===== src/rtl/stby_pkg.sv =====
package stby_pkg;
  typedef enum logic [1:0] {
    MODE_EXEC = 2'b00,
    MODE_STBY = 2'b01,
    MODE_WARM = 2'b10,
    MODE_RST  = 2'b11
  } pmode_e;
endpackage


===== src/rtl/stby_sync.sv =====
// Multi-stage level synchroniser; ASYNC_CLR picks a variant whose chain is
// cleared immediately by clr_n, otherwise clr_n acts synchronously.
module stby_sync #(
  parameter int STAGES    = 2,
  parameter bit ASYNC_CLR = 1'b0
) (
  input  logic clk,
  input  logic rst,
  input  logic clr_n,
  input  logic d,
  output logic q
);
  logic [STAGES-1:0] chain;

  generate
    if (ASYNC_CLR) begin : g_aclr
      always_ff @(posedge clk or negedge clr_n) begin
        if (!clr_n)   chain <= '0;
        else if (rst) chain <= '0;
        else          chain <= {chain[STAGES-2:0], d};
      end
    end else begin : g_sclr
      always_ff @(posedge clk) begin
        if (rst || !clr_n) chain <= '0;
        else               chain <= {chain[STAGES-2:0], d};
      end
    end
  endgenerate

  assign q = chain[STAGES-1];
endmodule


===== src/rtl/stby_warm_timer.sv =====
// Counts oscillator warm-up cycles while run is high; done is sticky until run drops.
module stby_warm_timer #(
  parameter int CW = 16
) (
  input  logic          clk,
  input  logic          rst,
  input  logic          run,
  input  logic [CW-1:0] limit,
  output logic          done
);
  logic [CW-1:0] cnt;

  always_ff @(posedge clk) begin
    if (rst || !run) begin
      cnt  <= '0;
      done <= 1'b0;
    end else if (cnt == limit) begin
      done <= 1'b1;
    end else begin
      cnt <= cnt + 1'b1;
    end
  end
endmodule


===== src/rtl/stby_ram_guard.sv =====
// Tracks the software RAM enable outside standby and qualifies retention.
module stby_ram_guard (
  input  logic clk,
  input  logic rst,
  input  logic in_stby,
  input  logic ram_en,
  output logic retain,
  output logic invalid
);
  logic en_q;

  always_ff @(posedge clk) begin
    if (rst) begin
      en_q    <= 1'b1;
      invalid <= 1'b0;
    end else begin
      if (!in_stby) en_q    <= ram_en;
      else          invalid <= en_q;
    end
  end

  assign retain = in_stby & ~en_q;
endmodule


===== src/rtl/stby_seq.sv =====
module stby_seq #(
  parameter int CW          = 16,
  parameter int SYNC_STAGES = 2
) (
  input  logic          clk,
  input  logic          rst,
  input  logic          stby_req_n,
  input  logic          res_n,
  input  logic          ram_en,
  input  logic [CW-1:0] warm_cycles,
  output logic [1:0]    mode,
  output logic          osc_en,
  output logic          clk_gate_en,
  output logic          pins_inactive,
  output logic          ram_wprot,
  output logic          ram_retain,
  output logic          ram_invalid,
  output logic          stable,
  output logic          timing_viol,
  output logic          por_start
);
  import stby_pkg::*;

  pmode_e state, nxt;
  logic   stby_s, res_s;
  logic   fire, early;
  logic   in_stby;

  // Exit path only: chain is cleared the moment the request falls.
  stby_sync #(.STAGES(SYNC_STAGES), .ASYNC_CLR(1'b1)) u_stby_sync (
    .clk(clk), .rst(rst), .clr_n(stby_req_n), .d(1'b1), .q(stby_s)
  );

  stby_sync #(.STAGES(SYNC_STAGES), .ASYNC_CLR(1'b0)) u_res_sync (
    .clk(clk), .rst(rst), .clr_n(1'b1), .d(res_n), .q(res_s)
  );

  stby_warm_timer #(.CW(CW)) u_timer (
    .clk(clk), .rst(rst), .run(state == MODE_WARM),
    .limit(warm_cycles), .done(stable)
  );

  assign in_stby = (state == MODE_STBY);

  stby_ram_guard u_ram (
    .clk(clk), .rst(rst), .in_stby(in_stby), .ram_en(ram_en),
    .retain(ram_retain), .invalid(ram_invalid)
  );

  always_comb begin
    nxt   = state;
    fire  = 1'b0;
    early = 1'b0;
    unique case (state)
      MODE_EXEC: if (!res_s) nxt = MODE_RST;
      MODE_RST: if (res_s) begin
        nxt  = MODE_EXEC;
        fire = 1'b1;
      end
      MODE_STBY: if (stby_s) nxt = MODE_WARM;
      MODE_WARM: if (res_s) begin
        if (stable) begin
          nxt  = MODE_EXEC;
          fire = 1'b1;
        end else begin
          early = 1'b1;
        end
      end
      default: nxt = MODE_RST;
    endcase
  end

  // Standby entry is an asynchronous load that overrides everything.
  always_ff @(posedge clk or negedge stby_req_n) begin
    if (!stby_req_n) begin
      state       <= MODE_STBY;
      por_start   <= 1'b0;
      timing_viol <= 1'b0;
    end else if (rst) begin
      state       <= MODE_RST;
      por_start   <= 1'b0;
      timing_viol <= 1'b0;
    end else begin
      state       <= nxt;
      por_start   <= fire;
      timing_viol <= timing_viol | early;
    end
  end

  assign mode          = state;
  assign osc_en        = (state != MODE_STBY);
  assign clk_gate_en   = (state == MODE_EXEC);
  assign pins_inactive = in_stby;
  assign ram_wprot     = (state != MODE_EXEC);
endmodule


===== config.mk =====
export PLATFORM = sky130hd
export DESIGN_NAME = stby_seq
export DESIGN_NICKNAME = d
export VERILOG_FILES = /design/src/rtl/stby_pkg.sv /design/src/rtl/stby_sync.sv /design/src/rtl/stby_warm_timer.sv /design/src/rtl/stby_ram_guard.sv /design/src/rtl/stby_seq.sv
export SDC_FILE = /design/constraint.sdc
export NUM_CORES = 1
export LEC_CHECK = 0
export BUFFER_PORTS_ARGS = -buffer_cell sky130_fd_sc_hd__buf_4
export CORE_MARGIN = 10
export CORE_UTILIZATION = 50
export DETAILED_ROUTE_END_ITERATION = 10
export GPL_TIMING_DRIVEN = 0
export PLACE_DENSITY = 0.8
export SETUP_SLACK_MARGIN = 0.3
export SLEW_MARGIN = 20
export SYNTH_ARGS = -nofsm -noshare
export SYNTH_HDL_FRONTEND = slang
export SYNTH_SLANG_ARGS = --single-unit

===== constraint.sdc =====
create_clock -name clk -period 2.2 [get_ports clk]
set_clock_uncertainty 0.1 [all_clocks]
set_input_delay 0.22 -clock clk [delete_from_list [all_inputs] [get_ports clk]]
set_output_delay 0.22 -clock clk [all_outputs]
set_load 0.01 [all_outputs]

==> results.yml <==
setup_path:
  worstSetupPathType: "flip-flop to flip-flop"
  reg2reg_from: "u_timer.cnt[10]"
  rrSetupSlack_ns: 0.28
  timing.critical_path.slowest_cell_delay_ns: 0.43
  crit_path_cell_trace: "xnor2_1 > nand4_1 > nor4_4 > buf_6 > buf_8 > o21ai_0 > a21oi_1"
  crit_start: "u_timer.cnt[10]"
  critPathLaunchType: "flip-flop"
  end_kind: "flip-flop"
  crit_path_max_fanout: 5
  cp_slowest_cell: "nor4_4"
  required_ns: 2.37
  cp.arrival_ns: 2.10
  rr_worst_depth: 7
  r2r_end: "u_timer.cnt[3]"
global_routing:
  grt_pass1_wl_um: 6078
  grt_overflow: 0
  grtUsageTotal_pct: 13.84
  antenna_found_initial: 0
  grt_max_degree: 18
  first_global_vias: 1328
logic_synthesis:
  ys.warnings.count: 0
  synth_edf_count: 0
  synth-async-reset-ratio_pct: 22.22
  synth_nets: 178
  synthCells: 156
  synth_top_area_cell: "dfxtp_1"
  synth.area.mux_share_pct: 0.7143
  synthAdderAreaFrac_pct: 0.8929
  ys.flop_type: "dfxtp_1"
  synth_top_family_by_area: "simple AND/OR/NAND/NOR gates"
  ys_types: 38
  synthSimpleGateAreaFrac_pct: 26.34
  synth_xor_area_share_pct: 10.63
  synth.area.top_cells: "dfxtp_1 30%, xnor2_1 11%, dfrtp_1 8.9%, or4_1 5.4%, a21oi_1 5.0%"
  synth_area_um2: 1401
  ys_seq_area_share_pct: 40.80
  syn_avg_cell_area_um2: 8.983
  ys_ff_latch: 27
  yosys.area.top_type_share_pct: 30.00
  synth_compound_gate_area_share_pct: 15.09
sta:
  drv_slew: 0
  setup_violations: 0
  setup_tns_ns: 0
  slew_headroom_pct: 68.83
  timing_hold_violations_final: 1
  fin_ws_ns: 0.2753
  rsz0062_at_grt: "yes"
  timing.hold.ws_ns: -0.001657
  fmax_mhz: 519.6
  tightest_slew_ns: 0.4658
  fin_crit_ns: 1.925
  post-route-period-util_pct: 87.49
placement:
  hpwl_um: 2713
  post-place-ws_ns: 0.09848
  numPortBuffers: 31
  gp_congestion: 0.9009
  place_area_um2: 1673
drt:
  wl_per_cell_um: 18.00
  initialDrtViolationCount: 120
  finalWirelength_um: 4375
  drtAntennaViolNets: 0
  num_vias: 1473
  drc: 0
  viasPerCell: 6.062
  dr.pass1.iters: 4
floorplan:
  die_h_um: 72.94
  row_count: 19
  core_um2: 2710
  pin_count: 32
  die_x_um: 72.94
  die-area_um2: 5320
  initial_core_util_pct: 51.71
job:
  drv_cap: 0
hold_path:
  hold_depth: 3
  min_path_type: "input port to flip-flop"
  min_from: "rst"
  min_to: "u_ram.en_q"
clock_tree:
  root_buffer: "clkbuf_4"
  cts_buffers: 3
  cts_tree: "yes"
  ctsHtreeMaxLevel: 1
  clkSinkCount: 27
  clkLatencyLatePin_ns: 0.34
  clockBufferDepth: 2
  clkTransAtPathRegs_ns: 0.16
power:
  vdd_drop_max_mv: 0.3794
  power.leakage_nw: 0.8153
  p_per_area_nw_per_um2: 420.8
cells_and_area:
  num_antenna_cells: 0
  nNetsFinal: 235
  area_growth_pct: 48.39
  layout-drive-gt1-share_pct: 46.23
  final_cell_area_um2: 2079
run_status:
  violations: "negative hold slack"
  outcome: "finished with violations"
[sequential cells by signal, summed over array words and instances, names as in the netlist]
register and cells:
por_start 1, u_timer.done 1, u_timer.cnt 16, u_stby_sync.chain 2
u_res_sync.chain 2, mode 2, timing_viol 1, u_ram.en_q 1
u_ram.invalid 1
[cell usage after synthesis, types with 2 or more instances]
| master | n |
|---|---|
| dfxtp_1 | 21 |
| or3_1 | 2 |
| o211ai_1 | 3 |
| nand3_1 | 7 |
| or4_1 | 10 |
| inv_1 | 6 |
| nor2b_1 | 4 |
| o21ai_0 | 3 |
| buf_6 | 2 |
| nor2_1 | 10 |
| a21oi_1 | 14 |
| clkbuf_1 | 3 |
| o31ai_1 | 7 |
| nand4_1 | 7 |
| xnor2_1 | 17 |
| nand2_1 | 14 |
| dfrtp_1 | 5 |
[power by group]
part	leakage, nW	switching (mW)	internal (mW)
Sequential	0.251	0.00885	0.492
Combinational	0.546	0.0556	0.0784
Clock	0.0183	0.165	0.0744
[timing repair]
item                                    4_1_cts  5_1_grt
gates cloned                                  0        2
hold buffers                                  5        1
pin swaps                                     4        9
gates resized for setup                      16       38
setup buffers                                 1       12
hold endpoints to repair                     11        1
endpoints found under the setup margin       18       16
[layer usage]
| layer | vias to the layer above | GRT usage (%) | share of wire, % |
|---|---|---|---|
| met4 | 0 | 4.852 | 2.8 |
| met5 | - | 0 | 0 |
| met3 | 16 | 3.946 | 7.4 |
| met1 | 693 | 17.24 | 40 |
| li1 | 684 | - | - |
| met2 | 80 | 22.16 | 50 |
[stage by stage]
stage          cells  power [mW]  utilization, %
2_1_floorplan    156      0.5670               -
3_3_place_gp     218      0.6174           61.73
3_5_place_dp     218      0.6218           61.73
4_1_cts          228      0.8593           66.21
5_1_grt          243      0.9083           76.73
6_report         243      0.8751           76.73
[layout by cell type (no fill, tap or decap), types with 2 or more instances in the layout]
| cell | instances |
|---|---|
| buf_4 | 44 |
| nand2_1 | 14 |
| nor2_1 | 10 |
| a21oi_1 | 10 |
| xnor2_1 | 9 |
| dfxtp_4 | 9 |
| xnor2_2 | 8 |
| nand4_1 | 7 |
| nand3_1 | 7 |
| dfxtp_1 | 7 |
| inv_1 | 6 |
| or4_1 | 6 |
| dlygate4sd3_1 | 6 |
| or4_4 | 5 |
| o31ai_1 | 5 |
| dfxtp_2 | 5 |
| a21oi_2 | 4 |
| dfrtp_1 | 4 |
| nor2b_1 | 3 |
| o21ai_0 | 3 |
| o211ai_1 | 3 |
| clkbuf_4 | 3 |
| buf_6 | 2 |
| buf_8 | 2 |
| o31ai_2 | 2 |
| clkbuf_1 | 2 |
[worst max-delay path: cells and delay by family (launching register included)]
family	cells	cell delay, ns
simple gates	2	0.64
flops	1	0.38
buf+inv	2	0.29
compound gates	2	0.26
xor+xnor	1	0.18
[final cells by class]
class,count,area [µm²]
multi-input cells,116,879.6
inverters,6,22.52
fillers,186,630.6
well taps,31,38.79
clock buffers,3,22.52
repair buffers,52,420.4
clock inverters,1,8.758
flip-flops and latches,27,613.1
plain buffers,7,73.82
[logic make-up (layout without fill, tap and decap cells)]
family / Yosys count / count (layout)
AO/OA/AOI/OAI: 33 / 33
XOR/XNOR: 17 / 17
adder cells (fa/ha/maj): 1 / 1
buffers and inverters: 13 / 69
flip-flops: 27 / 27
multiplexers: 1 / 1
AND/OR/NAND/NOR: 64 / 64
[worst max-delay path by stage]
stage,to,slack (ns)
after floorplan,u_timer.cnt[2],0.38
after global placement,u_timer.cnt[3],0.21
after detailed placement,u_timer.cnt[3],0.1
after CTS,u_timer.cnt[7],0.29
after global routing,u_timer.cnt[3],0.14
final,u_timer.cnt[3],0.28
Note: power is estimated with default switching activity, not from simulation.
